==> src/rtl/intvec_pkg.sv <==
package intvec_pkg;
  localparam int unsigned IDX_W  = 8;
  localparam int unsigned DATA_W = 32;

  localparam logic [7:0] OFF_NIDX = 8'h00;
  localparam logic [7:0] OFF_FIDX = 8'h04;
  localparam logic [7:0] OFF_NVEC = 8'h70;
  localparam logic [7:0] OFF_FVEC = 8'h74;

  typedef logic [IDX_W-1:0] idx_t;
endpackage

==> src/rtl/intvec_pend.sv <==
module intvec_pend #(
  parameter int unsigned N_CH = 16
) (
  input  logic            clk,
  input  logic            rst_n,
  input  logic [N_CH-1:0] req,
  input  logic [N_CH-1:0] clr,
  output logic [N_CH-1:0] pend_q,
  output logic [N_CH-1:0] pend_d
);
  // a request seen in the same cycle as its clear keeps the latch set
  assign pend_d = (pend_q & ~clr) | req;

  always_ff @(posedge clk or negedge rst_n) begin
    if (!rst_n) pend_q <= '0;
    else        pend_q <= pend_d;
  end

  generate
    for (genvar i = 0; i < N_CH; i++) begin : g_chk
      AST_PEND_STICKY: assert property (@(posedge clk) disable iff (!rst_n)
        (pend_q[i] && !clr[i]) |=> pend_q[i]);
    end
  endgenerate
endmodule

==> src/rtl/intvec_arb.sv <==
module intvec_arb
  import intvec_pkg::*;
#(
  parameter int unsigned N_CH    = 16,
  parameter bit          IS_FAST = 1'b0
) (
  input  logic [N_CH-1:0] pend,
  input  logic [N_CH-1:0] fast_sel,
  input  logic [N_CH-1:0] chan_en,
  output idx_t            win_idx
);
  logic [N_CH-1:0] elig;

  generate
    if (IS_FAST) begin : g_fast
      assign elig = pend & chan_en & fast_sel;
    end else begin : g_norm
      assign elig = pend & chan_en & ~fast_sel;
    end
  endgenerate

  // lowest channel wins; index 0 means nothing eligible
  always_comb begin
    win_idx = '0;
    for (int i = N_CH - 1; i >= 0; i--) begin
      if (elig[i]) win_idx = idx_t'(i + 1);
    end
  end
endmodule

==> src/rtl/intvec_reader.sv <==
module intvec_reader
  import intvec_pkg::*;
#(
  parameter int unsigned N_CH = 16
) (
  input  logic                     clk,
  input  logic                     rst_n,
  input  logic                     bus_sel,
  input  logic                     bus_we,
  input  logic [7:0]               bus_addr,
  input  logic [DATA_W-1:0]        bus_wdata,
  output logic [DATA_W-1:0]        bus_rdata,
  input  logic [N_CH-1:0]          req,
  input  logic [N_CH-1:0]          fast_sel,
  input  logic [N_CH-1:0]          chan_en,
  input  logic [DATA_W*N_CH-1:0]   vec_table,
  input  logic [DATA_W-1:0]        phantom_addr
);
  localparam int unsigned CH_W = (N_CH > 1) ? $clog2(N_CH) : 1;

  logic [N_CH-1:0] pend_q, pend_d, clr, clr_n, clr_f;
  idx_t            n_win, f_win, n_idx_q, f_idx_q;
  logic [CH_W-1:0] n_ch, f_ch;
  logic [DATA_W-1:0] vtab [N_CH];
  logic [DATA_W-1:0] n_vec, f_vec;
  logic            rd, rd_n, rd_f;
  logic            unused_wdata;

  assign unused_wdata = ^bus_wdata;

  generate
    for (genvar c = 0; c < N_CH; c++) begin : g_vt
      assign vtab[c] = vec_table[c*DATA_W +: DATA_W];
    end
  endgenerate

  intvec_pend #(.N_CH(N_CH)) u_pend (
    .clk(clk), .rst_n(rst_n), .req(req), .clr(clr),
    .pend_q(pend_q), .pend_d(pend_d)
  );

  intvec_arb #(.N_CH(N_CH), .IS_FAST(1'b0)) u_arb_n (
    .pend(pend_d), .fast_sel(fast_sel), .chan_en(chan_en), .win_idx(n_win)
  );

  intvec_arb #(.N_CH(N_CH), .IS_FAST(1'b1)) u_arb_f (
    .pend(pend_d), .fast_sel(fast_sel), .chan_en(chan_en), .win_idx(f_win)
  );

  // one registered result per class feeds both its index and its vector
  always_ff @(posedge clk or negedge rst_n) begin
    if (!rst_n) begin
      n_idx_q <= '0;
      f_idx_q <= '0;
    end else begin
      n_idx_q <= n_win;
      f_idx_q <= f_win;
    end
  end

  assign n_ch  = n_idx_q[CH_W-1:0] - 1'b1;
  assign f_ch  = f_idx_q[CH_W-1:0] - 1'b1;
  assign n_vec = (n_idx_q == '0) ? phantom_addr : vtab[n_ch];
  assign f_vec = (f_idx_q == '0) ? phantom_addr : vtab[f_ch];

  assign rd   = bus_sel && !bus_we;
  assign rd_n = rd && (bus_addr == OFF_NIDX || bus_addr == OFF_NVEC);
  assign rd_f = rd && (bus_addr == OFF_FIDX || bus_addr == OFF_FVEC);

  always_comb begin
    clr_n = '0;
    clr_f = '0;
    if (rd_n && n_idx_q != '0) clr_n[n_ch] = 1'b1;
    if (rd_f && f_idx_q != '0) clr_f[f_ch] = 1'b1;
  end
  assign clr = clr_n | clr_f;

  always_comb begin
    bus_rdata = '0;
    if (rd) begin
      unique case (bus_addr)
        OFF_NIDX: bus_rdata = {{(DATA_W-IDX_W){1'b0}}, n_idx_q};
        OFF_FIDX: bus_rdata = {{(DATA_W-IDX_W){1'b0}}, f_idx_q};
        OFF_NVEC: bus_rdata = n_vec;
        OFF_FVEC: bus_rdata = f_vec;
        default:  bus_rdata = '0;
      endcase
    end
  end

  AST_IDX_RANGE: assert property (@(posedge clk) disable iff (!rst_n)
    (n_idx_q <= idx_t'(N_CH)) && (f_idx_q <= idx_t'(N_CH)));
  AST_WIN_PENDING: assert property (@(posedge clk) disable iff (!rst_n)
    (n_idx_q != '0) |-> pend_q[n_ch]);
  AST_CONSUME: assert property (@(posedge clk) disable iff (!rst_n)
    (rd_n && n_idx_q != '0 && !req[n_ch]) |=> !pend_q[$past(n_ch)]);
  AST_WRITE_NOCLR: assert property (@(posedge clk) disable iff (!rst_n)
    (bus_sel && bus_we) |-> (clr == '0));
  AST_CLASS_SEP: assert property (@(posedge clk) disable iff (!rst_n)
    $countones(clr) <= 2);
endmodule

==> config.mk <==
export PLATFORM = sky130hd
export DESIGN_NAME = intvec_reader
export DESIGN_NICKNAME = d
export VERILOG_FILES = /design/src/rtl/intvec_pkg.sv /design/src/rtl/intvec_pend.sv /design/src/rtl/intvec_arb.sv /design/src/rtl/intvec_reader.sv
export SDC_FILE = /design/constraint.sdc
export NUM_CORES = 1
export LEC_CHECK = 0
export ABC_CLOCK_PERIOD_IN_PS = 6560
export BUFFER_PORTS_ARGS = -buffer_cell sky130_fd_sc_hd__buf_2
export CORE_AREA = 2 2 263 265
export DETAILED_ROUTE_END_ITERATION = 16
export DIE_AREA = 0 0 265 267
export SETUP_SLACK_MARGIN = 0.15
export SYNTH_ARGS = -nofsm -noshare
export SYNTH_HDL_FRONTEND = slang
export SYNTH_SLANG_ARGS = --single-unit
export TNS_END_PERCENT = 10
==> constraint.sdc <==
create_clock -name clk -period 6.56 [get_ports clk]
set_clock_uncertainty 0.2 [all_clocks]
set_input_delay 1.312 -clock clk [delete_from_list [all_inputs] [get_ports clk]]
set_output_delay 1.312 -clock clk [all_outputs]
set_load 0.05 [all_outputs]
==> metrics.txt, run 1 <==
# TYPE chip_impl_metric gauge
chip_impl_info{name="result_of_the_run",value="finished, final reports clean"} 1
chip_impl_info{name="timing.critical_path.max_delay_family",value="buffers and inverters"} 1
chip_impl_metric{name="min_period_over_period",unit="%"} 85.97
chip_impl_metric{name="yosysUniqueCellTypes",unit=""} 82
chip_impl_info{name="synth-main-ff-cell",value="sky130_fd_sc_hd__dfrtp_1"} 1
chip_impl_info{name="worstSetupStartpointType",value="flip-flop"} 1
chip_impl_metric{name="io_buffer_count",unit=""} 635
chip_impl_metric{name="worst_skew_pair.late_latency",unit="ps"} 260
chip_impl_metric{name="final_setup_violations",unit=""} 0
chip_impl_metric{name="antenna_violating_nets_post_route",unit=""} 0
chip_impl_metric{name="final_count_of_pins_violating_max_slew",unit=""} 0
chip_impl_info{name="yosysTopAreaCell",value="sky130_fd_sc_hd__mux4_2"} 1
chip_impl_metric{name="min_path_cells",unit=""} 1
chip_impl_info{name="synthMostInstantiatedCell",value="sky130_fd_sc_hd__mux4_2"} 1
chip_impl_info{name="root_buffer_master",value="sky130_fd_sc_hd__clkbuf_16"} 1
chip_impl_metric{name="fill_cells",unit=""} 7324
chip_impl_metric{name="worst_ep_required_time",unit="ps"} 5050
chip_impl_metric{name="worst-path-buf-inv",unit=""} 3
chip_impl_info{name="cp_cell_sequence",value="buf_12 > buf_4 > mux4_2 > nor2b_1 > a211oi_1 > a211oi_1 > a21oi_1 > o22a_1 > nor2_1 > buf_2"} 1
chip_impl_metric{name="tightestPinTransition",unit="ps"} 1065
chip_impl_info{name="synthTopCellsByCount",value="sky130_fd_sc_hd__mux4_2, sky130_fd_sc_hd__a211oi_1, sky130_fd_sc_hd__clkbuf_1, sky130_fd_sc_hd__mux2i_1, sky130_fd_sc_hd__nor2_1"} 1
chip_impl_metric{name="wire_length_after_detailed_routing",unit="um"} 61340
chip_impl_info{name="hold_path_startpoint",value="u_pend.pend_q[4]"} 1
chip_impl_metric{name="per_cell_via_count_in_the_routed_design",unit=""} 5.130
chip_impl_metric{name="synth.ff_latch_count",unit=""} 26
chip_impl_metric{name="hold_viol_final",unit=""} 0
chip_impl_metric{name="placement.cell_area",unit="sq um"} 15560
chip_impl_metric{name="area_growth",unit="%"} 39.10
chip_impl_metric{name="postLayoutSetupSlackWorst",unit="ps"} 920.4
chip_impl_metric{name="leakage_power",unit="nW"} 6.138
chip_impl_metric{name="core_region_area",unit="sq um"} 67990
chip_impl_metric{name="design_area",unit="sq um"} 15710
chip_impl_metric{name="die_y",unit="um"} 267
chip_impl_metric{name="arrival",unit="ps"} 4130
chip_impl_metric{name="cts_max_path_buffers",unit=""} 2
chip_impl_metric{name="worst_rel_slew_slack",unit="%"} 28.98
chip_impl_metric{name="first_global_vias",unit=""} 12480
chip_impl_metric{name="cts.sink_count",unit=""} 26
chip_impl_metric{name="row_count",unit=""} 96
chip_impl_metric{name="summed_negative_setup_slack_over_all_endpoints",unit="ps"} 0
chip_impl_metric{name="detailedRoute.firstPassIterationCount",unit=""} 5
chip_impl_info{name="reg2reg_from",value="f_idx_q[0]"} 1
chip_impl_info{name="end_kind",value="primary output"} 1
chip_impl_metric{name="die_w",unit="um"} 265
chip_impl_metric{name="global_route.overflow_total",unit=""} 0
chip_impl_metric{name="clk_pin_slew_worst_paths",unit="ps"} 70
chip_impl_metric{name="max-vdd-ir-drop",unit="mV"} 0.1167
chip_impl_metric{name="global_route_wire_length_before_repair",unit="um"} 85540
chip_impl_metric{name="postCtsResizedCells",unit=""} 0
chip_impl_metric{name="place.gp.congestion",unit=""} 0.8872
chip_impl_info{name="timing.critical_path.slowest_stage_cell",value="sky130_fd_sc_hd__buf_4"} 1
chip_impl_metric{name="rr_worst_depth",unit=""} 9
chip_impl_metric{name="pin_count",unit=""} 668
chip_impl_metric{name="p_total",unit="mW"} 2.587
chip_impl_info{name="hp_class",value="flip-flop to flip-flop"} 1
chip_impl_metric{name="htree_levels",unit=""} 1
chip_impl_metric{name="grt_use_total",unit="%"} 16.41
chip_impl_metric{name="ys.warnings.count",unit=""} 0
chip_impl_metric{name="fp.dieArea",unit="sq um"} 70760
chip_impl_info{name="setup_repair_after_global_routing_missed_its_margin",value="false"} 1
chip_impl_metric{name="drcViolationCount",unit=""} 0
chip_impl_metric{name="synth_largest_type_area_fraction",unit="%"} 57.42
chip_impl_metric{name="critical_path.max_stage_delay",unit="ps"} 750
chip_impl_info{name="critical_path.reg2reg.endpoint",value="n_idx_q[1]"} 1
chip_impl_metric{name="pin_count_of_the_biggest_net_entering_global_routing",unit=""} 80
chip_impl_metric{name="setup.reg_to_reg.worst_slack",unit="ps"} 2650
chip_impl_metric{name="drt_iter0_drc",unit=""} 991
chip_impl_metric{name="cts-buffers-inserted",unit=""} 3
chip_impl_metric{name="holdBufCountCts",unit=""} 0
chip_impl_info{name="yosys-top-cells-area",value="sky130_fd_sc_hd__mux4_2, sky130_fd_sc_hd__dfrtp_1, sky130_fd_sc_hd__mux2i_1"} 1
chip_impl_metric{name="place_ws",unit="ps"} 1116
chip_impl_metric{name="start_util",unit="%"} 16.62
chip_impl_metric{name="grt_antenna_before_repair",unit=""} 40
chip_impl_info{name="path_class",value="flip-flop to primary output"} 1
chip_impl_metric{name="max-cap-violations",unit=""} 0
chip_impl_metric{name="worst-path-max-fanout",unit=""} 79
chip_impl_metric{name="max_clock_freq",unit="GHz"} 0.1773
chip_impl_metric{name="mappedNetlistArea",unit="sq um"} 11300
chip_impl_metric{name="synth-edff-count",unit=""} 0
chip_impl_info{name="tritoncts_clock_tree",value="built"} 1
chip_impl_metric{name="layout_cells_sized_above_1",unit="%"} 67.14
chip_impl_metric{name="post-cts-setup-buffer-count",unit=""} 0
chip_impl_metric{name="asyncSetResetFlopFracSynth",unit="%"} 100.0
chip_impl_metric{name="synthesis.area_per_instance",unit="sq um"} 12.07
chip_impl_metric{name="pwr_density_cell",unit="nW/um^2"} 164.6
chip_impl_metric{name="total_number_of_nets_in_the_final_design",unit=""} 2141
chip_impl_info{name="min_delay_worst_endpoint",value="u_pend.pend_q[4]"} 1
chip_impl_metric{name="synth.net_count",unit=""} 1582
chip_impl_info{name="timing.critical_path.mode_cell",value="sky130_fd_sc_hd__a211oi_1"} 1
chip_impl_metric{name="num_vias",unit=""} 12290
chip_impl_metric{name="wire_per_inst",unit="um"} 25.61
chip_impl_metric{name="timing.final.crit_period",unit="ps"} 5640
chip_impl_metric{name="yosysSeqAreaShare",unit="%"} 5.760
chip_impl_metric{name="syn_inst",unit=""} 936
chip_impl_metric{name="dp_hpwl",unit="um"} 49970
-- layer usage --
metal	share of wire, %	up-vias	routed length, um	track usage, %
li1	-	5266	-	-
met1	38	6175	23500	19.57
met2	49	694	30180	28.33
met3	8.3	129	5079	4.078
met4	4.0	22	2444	6.413
met5	0.23	-	144	0
-- worst reg2reg max path, stage by stage, from the launching register on --
cell	delay, ps
sky130_fd_sc_hd__dfrtp_4	670
sky130_fd_sc_hd__buf_12	530
sky130_fd_sc_hd__o21ai_0	320
sky130_fd_sc_hd__a211oi_1	500
sky130_fd_sc_hd__o2111ai_1	210
sky130_fd_sc_hd__o211a_1	240
sky130_fd_sc_hd__o21ai_0	230
sky130_fd_sc_hd__a211oi_1	120
sky130_fd_sc_hd__o311ai_0	570
sky130_fd_sc_hd__a211oi_1	170
-- cells in the final DEF (no fill, tap or decap), types with 7 or more instances in the layout --
cell,synthesis,routed
sky130_fd_sc_hd__a211oi_1,72,72
sky130_fd_sc_hd__a21oi_1,36,36
sky130_fd_sc_hd__a22oi_1,7,7
sky130_fd_sc_hd__buf_12,1,11
sky130_fd_sc_hd__buf_2,20,635
sky130_fd_sc_hd__buf_4,0,16
sky130_fd_sc_hd__dfrtp_1,26,24
sky130_fd_sc_hd__diode_2,0,19
sky130_fd_sc_hd__ha_1,10,8
sky130_fd_sc_hd__inv_1,22,22
sky130_fd_sc_hd__mux2i_1,64,64
sky130_fd_sc_hd__mux4_2,288,288
sky130_fd_sc_hd__nand2_1,22,21
sky130_fd_sc_hd__nand2b_1,11,10
sky130_fd_sc_hd__nand3_1,13,12
sky130_fd_sc_hd__nand4_1,8,8
sky130_fd_sc_hd__nor2_1,52,51
sky130_fd_sc_hd__nor2b_1,41,41
sky130_fd_sc_hd__o211ai_1,13,13
sky130_fd_sc_hd__o22a_1,27,27
sky130_fd_sc_hd__or2_2,8,8
-- kinds of logic (layout without fill, tap and decap cells) --
| kind of cell | count (synthesis) | count (layout) | share of synthesized area, % |
|---|---|---|---|
| xor gates and xnor gates | 3 | 3 | 0.2327 |
| other | 0 | 19 | 0 |
| and+or+nand+nor | 188 | 188 | 9.172 |
| muxes | 352 | 352 | 63.09 |
| adders and majority gates | 10 | 10 | 1.108 |
| DFF | 26 | 26 | 5.760 |
| buffers and inverters | 130 | 688 | 4.752 |
| AOI/OAI and AO/OA | 227 | 227 | 15.88 |
-- where the power goes --
part	total [mW]	leakage, nW	internal (mW)	switching [mW]
sequential	0.187	0.265	0.167	0.0199
clock	0.177	0.0512	0.121	0.0559
combinational	2.22	5.82	1.17	1.06
total	2.59	6.14	1.45	1.13
-- how the worst max path moves through the flow --
| stage | startpoint | end | slack [ps] | cells past startpoint |
|---|---|---|---|---|
| finish | f_idx_q[0] | bus_rdata[10] | 920 | 10 |
| global route | f_idx_q[0] | bus_rdata[10] | 590 | 10 |
| CTS | f_idx_q[0] | bus_rdata[23] | 850 | 9 |
| detailed placement | bus_addr[4] | bus_rdata[15] | 1120 | 7 |
| global placement | bus_addr[4] | bus_rdata[15] | 1160 | 7 |
| floorplan | f_idx_q[0] | bus_rdata[9] | 800 | 15 |
-- metrics by stage --
stage / hold slack [ps] / cells / utilization (%)
floorplan: 304.5 / 936 / -
global placement: 344.3 / 2372 / 22.89
detailed placement: 344.9 / 2372 / 22.89
CTS: 362.2 / 2376 / 23.04
global route: 388.1 / 2390 / 23.09
finish: 366.6 / 2395 / 23.11
-- sequential cells by signal, indices dropped and copies added, names as in the netlist --
register,cells
n_idx_q,5
f_idx_q,5
u_pend.pend_q,16
-- final cells by class --
| type | count | area (sq um) | area share, % |
|---|---|---|---|
| tap | 882 | 1104 | 7.023 |
| sequential | 26 | 658.1 | 4.189 |
| multi-input combinational | 780 | 10200 | 64.90 |
| clock inverter | 1 | 30.03 | 0.1911 |
| antenna | 19 | 47.55 | 0.3026 |
| inverter | 22 | 82.58 | 0.5256 |
| timing repair buffer | 662 | 3518 | 22.39 |
| clock buffer | 3 | 75.07 | 0.4778 |
No activity file was read; power rests on OpenSTA's default activity.
==> run 2: changes to the inputs <==
Settings changed: CORE_AREA 2 2 263 265 to 8 8 251 253, DIE_AREA 0 0 265 267 to 0 0 259 261, SYNTH_HIERARCHICAL from default to 1.
==> metrics.txt, run 2 <==
# TYPE chip_impl_metric gauge
chip_impl_info{name="root_buffer_master",value="sky130_fd_sc_hd__clkbuf_16"} 1
chip_impl_info{name="timing.critical_path.slowest_stage_cell",value="sky130_fd_sc_hd__nor3_1"} 1
chip_impl_metric{name="yosysUniqueCellTypes",unit=""} 52
chip_impl_metric{name="wire_length_after_detailed_routing",unit="um"} 63130
chip_impl_metric{name="cts.sink_count",unit=""} 32
chip_impl_metric{name="die_w",unit="um"} 259
chip_impl_info{name="setup_repair_after_global_routing_missed_its_margin",value="false"} 1
chip_impl_metric{name="largest_register_ff_count",unit=""} 16
chip_impl_metric{name="post-cts-setup-buffer-count",unit=""} 0
chip_impl_metric{name="grt_antenna_before_repair",unit=""} 37
chip_impl_info{name="end_kind",value="primary output"} 1
chip_impl_metric{name="start_util",unit="%"} 18.21
chip_impl_metric{name="grt_use_total",unit="%"} 17.38
chip_impl_metric{name="global_route_wire_length_before_repair",unit="um"} 88000
chip_impl_metric{name="final_count_of_pins_violating_max_slew",unit=""} 0
chip_impl_metric{name="synthesis.area_per_instance",unit="sq um"} 13.52
chip_impl_metric{name="postLayoutSetupSlackWorst",unit="ps"} 852.7
chip_impl_metric{name="ys.warnings.count",unit=""} 6
chip_impl_metric{name="synth_largest_type_area_fraction",unit="%"} 65.03
chip_impl_metric{name="asyncSetResetFlopFracSynth",unit="%"} 100.0
chip_impl_info{name="synthTopCellsByCount",value="sky130_fd_sc_hd__mux4_2, sky130_fd_sc_hd__mux2i_1, sky130_fd_sc_hd__clkbuf_1, sky130_fd_sc_hd__o22ai_1, sky130_fd_sc_hd__nand2_1"} 1
chip_impl_metric{name="cts-buffers-inserted",unit=""} 5
chip_impl_metric{name="timing.final.crit_period",unit="ps"} 5707
chip_impl_metric{name="holdBufCountCts",unit=""} 0
chip_impl_metric{name="final_setup_violations",unit=""} 0
chip_impl_metric{name="area_growth",unit="%"} 39.35
chip_impl_metric{name="pin_count",unit=""} 668
chip_impl_info{name="result_of_the_run",value="finished, final reports clean"} 1
chip_impl_metric{name="detailedRoute.firstPassIterationCount",unit=""} 6
chip_impl_metric{name="worst_rel_slew_slack",unit="%"} 26.47
chip_impl_metric{name="first_global_vias",unit=""} 12990
chip_impl_metric{name="cts_max_path_buffers",unit=""} 2
chip_impl_metric{name="global_route.overflow_total",unit=""} 0
chip_impl_metric{name="post-route-util",unit="%"} 25.37
chip_impl_metric{name="max-vdd-ir-drop",unit="mV"} 0.09234
chip_impl_info{name="tritoncts_clock_tree",value="built"} 1
chip_impl_metric{name="tightestPinTransition",unit="ps"} 1095
chip_impl_metric{name="num_vias",unit=""} 11900
chip_impl_metric{name="hold_viol_final",unit=""} 0
chip_impl_metric{name="arrival",unit="ps"} 4200
chip_impl_info{name="mostFrequentLayoutCell",value="sky130_fd_sc_hd__buf_2"} 1
chip_impl_metric{name="antenna_violating_nets_post_route",unit=""} 0
chip_impl_metric{name="fill_cells",unit=""} 6268
chip_impl_metric{name="fp.dieArea",unit="sq um"} 67600
chip_impl_metric{name="io_buffer_count",unit=""} 635
chip_impl_info{name="synthMostInstantiatedCell",value="sky130_fd_sc_hd__mux4_2"} 1
chip_impl_metric{name="critical_path.max_stage_delay",unit="ps"} 960
chip_impl_metric{name="layout_cells_sized_above_1",unit="%"} 72.97
chip_impl_metric{name="drcViolationCount",unit=""} 0
chip_impl_info{name="yosysTopAreaCell",value="sky130_fd_sc_hd__mux4_2"} 1
chip_impl_metric{name="placement.cell_area",unit="sq um"} 14830
chip_impl_metric{name="place.gp.congestion",unit=""} 0.9231
chip_impl_metric{name="timing.hold.ws",unit="ps"} 299.1
chip_impl_metric{name="htree_levels",unit=""} 2
chip_impl_info{name="hp_class",value="flip-flop to flip-flop"} 1
chip_impl_metric{name="mappedNetlistArea",unit="sq um"} 10810
chip_impl_metric{name="worst-path-max-fanout",unit=""} 5
chip_impl_metric{name="wire_per_inst",unit="um"} 28.96
chip_impl_metric{name="die_y",unit="um"} 261
chip_impl_metric{name="leakage_power",unit="nW"} 6.331
chip_impl_metric{name="per_cell_via_count_in_the_routed_design",unit=""} 5.460
chip_impl_metric{name="synth-edff-count",unit=""} 0
chip_impl_metric{name="clk_pin_slew_worst_paths",unit="ps"} 60
chip_impl_metric{name="design_area",unit="sq um"} 15060
chip_impl_info{name="timing.critical_path.mode_cell",value="sky130_fd_sc_hd__buf_2"} 1
chip_impl_metric{name="max_clock_freq",unit="GHz"} 0.1752
chip_impl_metric{name="final_cells",unit=""} 2180
chip_impl_metric{name="summed_negative_setup_slack_over_all_endpoints",unit="ps"} 0
chip_impl_metric{name="yosysSeqAreaShare",unit="%"} 7.411
chip_impl_metric{name="min_period_over_period",unit="%"} 87.00
chip_impl_metric{name="worst_skew_pair.late_latency",unit="ps"} 290
chip_impl_metric{name="core_region_area",unit="sq um"} 59340
chip_impl_metric{name="p_total",unit="mW"} 2.425
chip_impl_metric{name="postCtsResizedCells",unit=""} 0
chip_impl_info{name="biggestRegsByFlops",value="u_pend/pend_q: 16 flops, f_idx_q: 8 flops, n_idx_q: 8 flops"} 1
chip_impl_metric{name="max-cap-violations",unit=""} 0
chip_impl_info{name="path_class",value="input pin to primary output"} 1
chip_impl_metric{name="drt_iter0_drc",unit=""} 1329
chip_impl_metric{name="synth.ff_latch_count",unit=""} 32
chip_impl_info{name="top_register",value="u_pend/pend_q"} 1
chip_impl_metric{name="total_number_of_nets_in_the_final_design",unit=""} 2021
chip_impl_info{name="yosys-top-cells-area",value="sky130_fd_sc_hd__mux4_2, sky130_fd_sc_hd__dfrtp_1, sky130_fd_sc_hd__mux2i_1"} 1
chip_impl_info{name="most_frequent_cells_in_the_layout",value="sky130_fd_sc_hd__buf_2, sky130_fd_sc_hd__mux4_2, sky130_fd_sc_hd__mux2i_1"} 1
chip_impl_metric{name="dp_hpwl",unit="um"} 52610
chip_impl_metric{name="syn_inst",unit=""} 799
chip_impl_metric{name="post-place-cells",unit=""} 2150
chip_impl_info{name="cp_cell_sequence",value="buf_2 > nor4_1 > nand2_1 > nor3_1 > a221oi_1 > a21oi_1 > buf_2"} 1
chip_impl_metric{name="row_count",unit=""} 90
chip_impl_metric{name="worst_ep_required_time",unit="ps"} 5050
chip_impl_metric{name="pwr_density_cell",unit="nW/um^2"} 161.1
chip_impl_info{name="synth-main-ff-cell",value="sky130_fd_sc_hd__dfrtp_1"} 1
chip_impl_metric{name="place_ws",unit="ps"} 951.0
chip_impl_info{name="worstSetupStartpointType",value="input pin"} 1
chip_impl_metric{name="pin_count_of_the_biggest_net_entering_global_routing",unit=""} 73
-- run 2: changes by cell type in the layout (fill, tap and decap cells not counted), moves of 14 or more --
cell / change
sky130_fd_sc_hd__nor2_1: -26
sky130_fd_sc_hd__o22a_1: -27
sky130_fd_sc_hd__a211oi_1: -72
sky130_fd_sc_hd__nand2_1: +14
sky130_fd_sc_hd__a21oi_1: -23
sky130_fd_sc_hd__mux4_2: +24
sky130_fd_sc_hd__o22ai_1: +40
sky130_fd_sc_hd__nor2b_1: -39
-- run 2: worst paths after layout --
path	from	endpoint	slack, ps	cells past startpoint
min in group asynchronous	rst_n	u_pend/pend_q[12]	900	1
min	u_pend/pend_q[13]	u_pend/pend_q[13]	300	1
min reg2reg	u_pend/pend_q[13]	u_pend/pend_q[13]	300	1
max in group asynchronous	rst_n	n_idx_q[0]	4640	1
max	bus_addr[0]	bus_rdata[6]	850	7
max reg2reg	f_idx_q[0]	n_idx_q[4]	2250	12
-- run 2: kinds of logic (layout without fill, tap and decap cells) --
family / after synthesis / in the layout / share of synthesized area, %
flip-flops: 32 / 32 / 7.411
XOR/XNOR: 4 / 4 / 0.3243
other: 2 / 28 / 0.06950
AO/OA/AOI/OAI: 123 / 123 / 8.279
adder cells (fa/ha/maj): 10 / 10 / 1.158
multiplexers: 372 / 372 / 70.59
AND/OR/NAND/NOR: 139 / 139 / 6.959
buffers and inverters: 117 / 690 / 5.211
-- run 2: routing by layer --
layer	GRT usage, %	vias to the layer above	share of wire [%]
met5	0	-	0.14
met4	7.343	14	4.2
met3	4.094	153	9.2
met2	30.34	883	50
met1	20.30	6076	37
li1	-	4777	-
-- run 2: power by group --
part           internal [mW]  total, mW  switching (mW)
registers              0.206      0.234          0.0289
logic                   1.06       1.92           0.864
clock network          0.178      0.271          0.0926
total                   1.44       2.43           0.985
-- run 2: worst max-delay path: cells and delay by family --
| family | cells | cell delay, ps |
|---|---|---|
| AOI/OAI and AO/OA | 2 | 430 |
| buffers and inverters | 2 | 410 |
| and+or+nand+nor | 3 | 2040 |
-- run 2: area by class of cell --
class                   count  area, sq um  share of cell area, %
multi-input cells         654         9537                  63.34
repair buffers            660         3428                  22.77
well taps                 782        978.4                  6.498
flip-flops and latches     32        808.3                  5.368
clock buffers               5        125.1                 0.8310
inverters                  22        82.58                 0.5484
diodes                     22        55.05                 0.3656
clock inverters             3        42.54                 0.2825
==> run 3: changes to the inputs <==
Settings changed: ABC_CLOCK_PERIOD_IN_PS 6560 to 6610, CORE_AREA 8 8 251 253 to 8 8 255 257, DIE_AREA 0 0 259 261 to 0 0 263 265, HOLD_SLACK_MARGIN from default to 0.1.
Clock period 6.56 ns to 6.61 ns, I/O delays scaled along.
==> metrics.txt, run 3 (synthesized netlist as in run 2, its figures left out) <==
# TYPE chip_impl_metric gauge
chip_impl_metric{name="wire_length_after_detailed_routing",unit="um"} 63170
chip_impl_metric{name="summed_negative_setup_slack_over_all_endpoints",unit="ps"} 0
chip_impl_metric{name="max-vdd-ir-drop",unit="mV"} 0.1149
chip_impl_metric{name="grt_antenna_before_repair",unit=""} 48
chip_impl_metric{name="first_global_vias",unit=""} 12810
chip_impl_metric{name="dp_hpwl",unit="um"} 53860
chip_impl_metric{name="fill_cells",unit=""} 6506
chip_impl_metric{name="place.gp.congestion",unit=""} 0.9278
chip_impl_metric{name="total_number_of_nets_in_the_final_design",unit=""} 2019
chip_impl_metric{name="die_y",unit="um"} 265
chip_impl_metric{name="max-cap-violations",unit=""} 0
chip_impl_info{name="hp_class",value="flip-flop to flip-flop"} 1
chip_impl_metric{name="row_count",unit=""} 91
chip_impl_metric{name="tightestPinTransition",unit="ps"} 1028
chip_impl_metric{name="share_comb_of_total_power",unit="%"} 80.2
chip_impl_info{name="path_class",value="input pin to primary output"} 1
chip_impl_info{name="tritoncts_clock_tree",value="built"} 1
chip_impl_metric{name="pin_count",unit=""} 668
chip_impl_metric{name="cts_max_path_buffers",unit=""} 2
chip_impl_metric{name="worst-path-max-fanout",unit=""} 16
chip_impl_metric{name="core_region_area",unit="sq um"} 61030
chip_impl_metric{name="final_setup_violations",unit=""} 0
chip_impl_metric{name="postLayoutSetupSlackWorst",unit="ps"} 960.6
chip_impl_metric{name="io_buffer_count",unit=""} 635
chip_impl_info{name="mostFrequentLayoutCell",value="sky130_fd_sc_hd__buf_2"} 1
chip_impl_metric{name="htree_levels",unit=""} 2
chip_impl_metric{name="cts.sink_count",unit=""} 32
chip_impl_metric{name="global_route_wire_length_before_repair",unit="um"} 90560
chip_impl_metric{name="global_route.overflow_total",unit=""} 0
chip_impl_metric{name="net-switching-power",unit="uW"} 944.3
chip_impl_metric{name="per_cell_via_count_in_the_routed_design",unit=""} 5.384
chip_impl_metric{name="pwr-share-seq",unit="%"} 9.8
chip_impl_metric{name="worst_rel_slew_slack",unit="%"} 31.41
chip_impl_metric{name="fp.dieArea",unit="sq um"} 69700
chip_impl_metric{name="placement.cell_area",unit="sq um"} 14830
chip_impl_metric{name="start_util",unit="%"} 17.71
chip_impl_info{name="root_buffer_master",value="sky130_fd_sc_hd__clkbuf_16"} 1
chip_impl_metric{name="design_area",unit="sq um"} 15020
chip_impl_metric{name="p_total",unit="mW"} 2.339
chip_impl_metric{name="holdBufCountCts",unit=""} 0
chip_impl_metric{name="largest_register_ff_count",unit=""} 16
chip_impl_metric{name="post-cts-setup-buffer-count",unit=""} 0
chip_impl_metric{name="power.clock.fraction",unit="%"} 10.0
chip_impl_metric{name="clk_pin_slew_worst_paths",unit="ps"} 50
chip_impl_metric{name="timing.hold.ws",unit="ps"} 291.3
chip_impl_info{name="most_frequent_cells_in_the_layout",value="sky130_fd_sc_hd__buf_2, sky130_fd_sc_hd__mux4_2, sky130_fd_sc_hd__mux2i_1"} 1
chip_impl_metric{name="drt_iter0_drc",unit=""} 1015
chip_impl_metric{name="internal_power",unit="mW"} 1.394
chip_impl_metric{name="drcViolationCount",unit=""} 0
chip_impl_metric{name="max_clock_freq",unit="GHz"} 0.1770
chip_impl_metric{name="leakage_power",unit="nW"} 6.312
chip_impl_metric{name="register_area",unit="sq um"} 808.3
chip_impl_metric{name="detailedRoute.firstPassIterationCount",unit=""} 5
chip_impl_metric{name="worst_skew_pair.late_latency",unit="ps"} 280
chip_impl_metric{name="final_count_of_pins_violating_max_slew",unit=""} 0
chip_impl_metric{name="multi_input_area",unit="sq um"} 9537
chip_impl_info{name="end_kind",value="primary output"} 1
chip_impl_metric{name="grt_use_total",unit="%"} 17.27
chip_impl_info{name="setup_repair_after_global_routing_missed_its_margin",value="false"} 1
chip_impl_metric{name="place_ws",unit="ps"} 1040
chip_impl_metric{name="arrival",unit="ps"} 4130
chip_impl_metric{name="layout_cells_sized_above_1",unit="%"} 72.78
chip_impl_metric{name="pwr_density_cell",unit="nW/um^2"} 155.7
chip_impl_metric{name="die_w",unit="um"} 263
chip_impl_metric{name="timing.final.crit_period",unit="ps"} 5649
chip_impl_info{name="top_register",value="u_pend/pend_q"} 1
chip_impl_metric{name="min_period_over_period",unit="%"} 85.47
chip_impl_metric{name="area_growth",unit="%"} 38.99
chip_impl_info{name="result_of_the_run",value="finished, final reports clean"} 1
chip_impl_metric{name="antenna_violating_nets_post_route",unit=""} 0
chip_impl_metric{name="num_vias",unit=""} 11740
chip_impl_metric{name="critical_path.max_stage_delay",unit="ps"} 720
chip_impl_info{name="worstSetupStartpointType",value="input pin"} 1
chip_impl_info{name="timing.critical_path.slowest_stage_cell",value="sky130_fd_sc_hd__nor4_1"} 1
chip_impl_metric{name="switching_share",unit="%"} 40.38
chip_impl_metric{name="worst_ep_required_time",unit="ps"} 5090
chip_impl_metric{name="pin_count_of_the_biggest_net_entering_global_routing",unit=""} 72
chip_impl_info{name="cp_cell_sequence",value="buf_2 > nor4_1 > and3b_1 > nand3_2 > buf_4 > o22ai_1 > buf_2"} 1
chip_impl_metric{name="cts-buffers-inserted",unit=""} 5
chip_impl_metric{name="postCtsResizedCells",unit=""} 0
chip_impl_metric{name="hold_viol_final",unit=""} 0
chip_impl_info{name="biggestRegsByFlops",value="u_pend/pend_q: 16 flops, f_idx_q: 8 flops, n_idx_q: 8 flops"} 1
chip_impl_info{name="timing.critical_path.mode_cell",value="sky130_fd_sc_hd__buf_2"} 1
chip_impl_metric{name="wire_per_inst",unit="um"} 28.97
[run 3: changes by cell type in the layout (fill, tap and decap cells not counted), sizes merged]
cell / delta
clkinvlp: -1
clkbuf: +3
bufinv: -1
buf: -2
diode: -5
clkinv: -1
[run 3: path summary, 6_finish.rpt]
kind / startpoint / endpoint / slack, ps / depth (start not counted)
hold reg to reg: u_pend/pend_q[13] / u_pend/pend_q[13] / 290 / 1
setup / recovery: bus_addr[0] / bus_rdata[20] / 960 / 7
hold / removal: u_pend/pend_q[13] / u_pend/pend_q[13] / 290 / 1
max in group asynchronous: rst_n / f_idx_q[0] / 4750 / 1
setup reg to reg: f_idx_q[0] / n_idx_q[4] / 2230 / 13
min in group asynchronous: rst_n / u_pend/pend_q[3] / 910 / 1
[run 3: worst max-delay path, delay by kind of cell]
family | cells | cell delay, ps
AO/OA/AOI/OAI | 1 | 150
buffers and inverters | 3 | 880
AND/OR/NAND/NOR | 3 | 1720
[run 3: layer usage]
metal  global-route usage (%)  up-vias  wire length (um)
met4                    4.305       34              2054
met3                    6.644      174              7036
met1                    18.36     5942             21400
met2                    31.88      809             32490
li1                         -     4783                 -
met5                        0        -               195
[run 3: power groups by stage]
stage                     Clock (mW)  Combinational (mW)  Sequential (mW)
after floorplan                    0                1.33            0.212
after global placement             0                1.84            0.233
after detailed placement           0                1.88            0.233
after CTS                      0.237                1.89            0.230
after global routing           0.246                2.00            0.232
final                          0.234                1.88            0.229
[run 3: area by class of cell]
cell class,count,share of cell area (%)
diodes,17,0.2833
clock buffers,8,0.9748
inverters,22,0.5499
multi-input cells,654,63.50
flip-flops and latches,32,5.382
well taps,790,6.582
repair buffers,658,22.73
[run 3: metrics by stage]
| step | utilization, % | std cells |
|---|---|---|
| 2_1_floorplan | - | 803 |
| 5_1_grt | 24.58 | 2175 |
| 3_3_place_gp | 24.30 | 2156 |
| 3_5_place_dp | 24.30 | 2156 |
| 4_1_cts | 24.54 | 2164 |
| 6_report | 24.61 | 2181 |
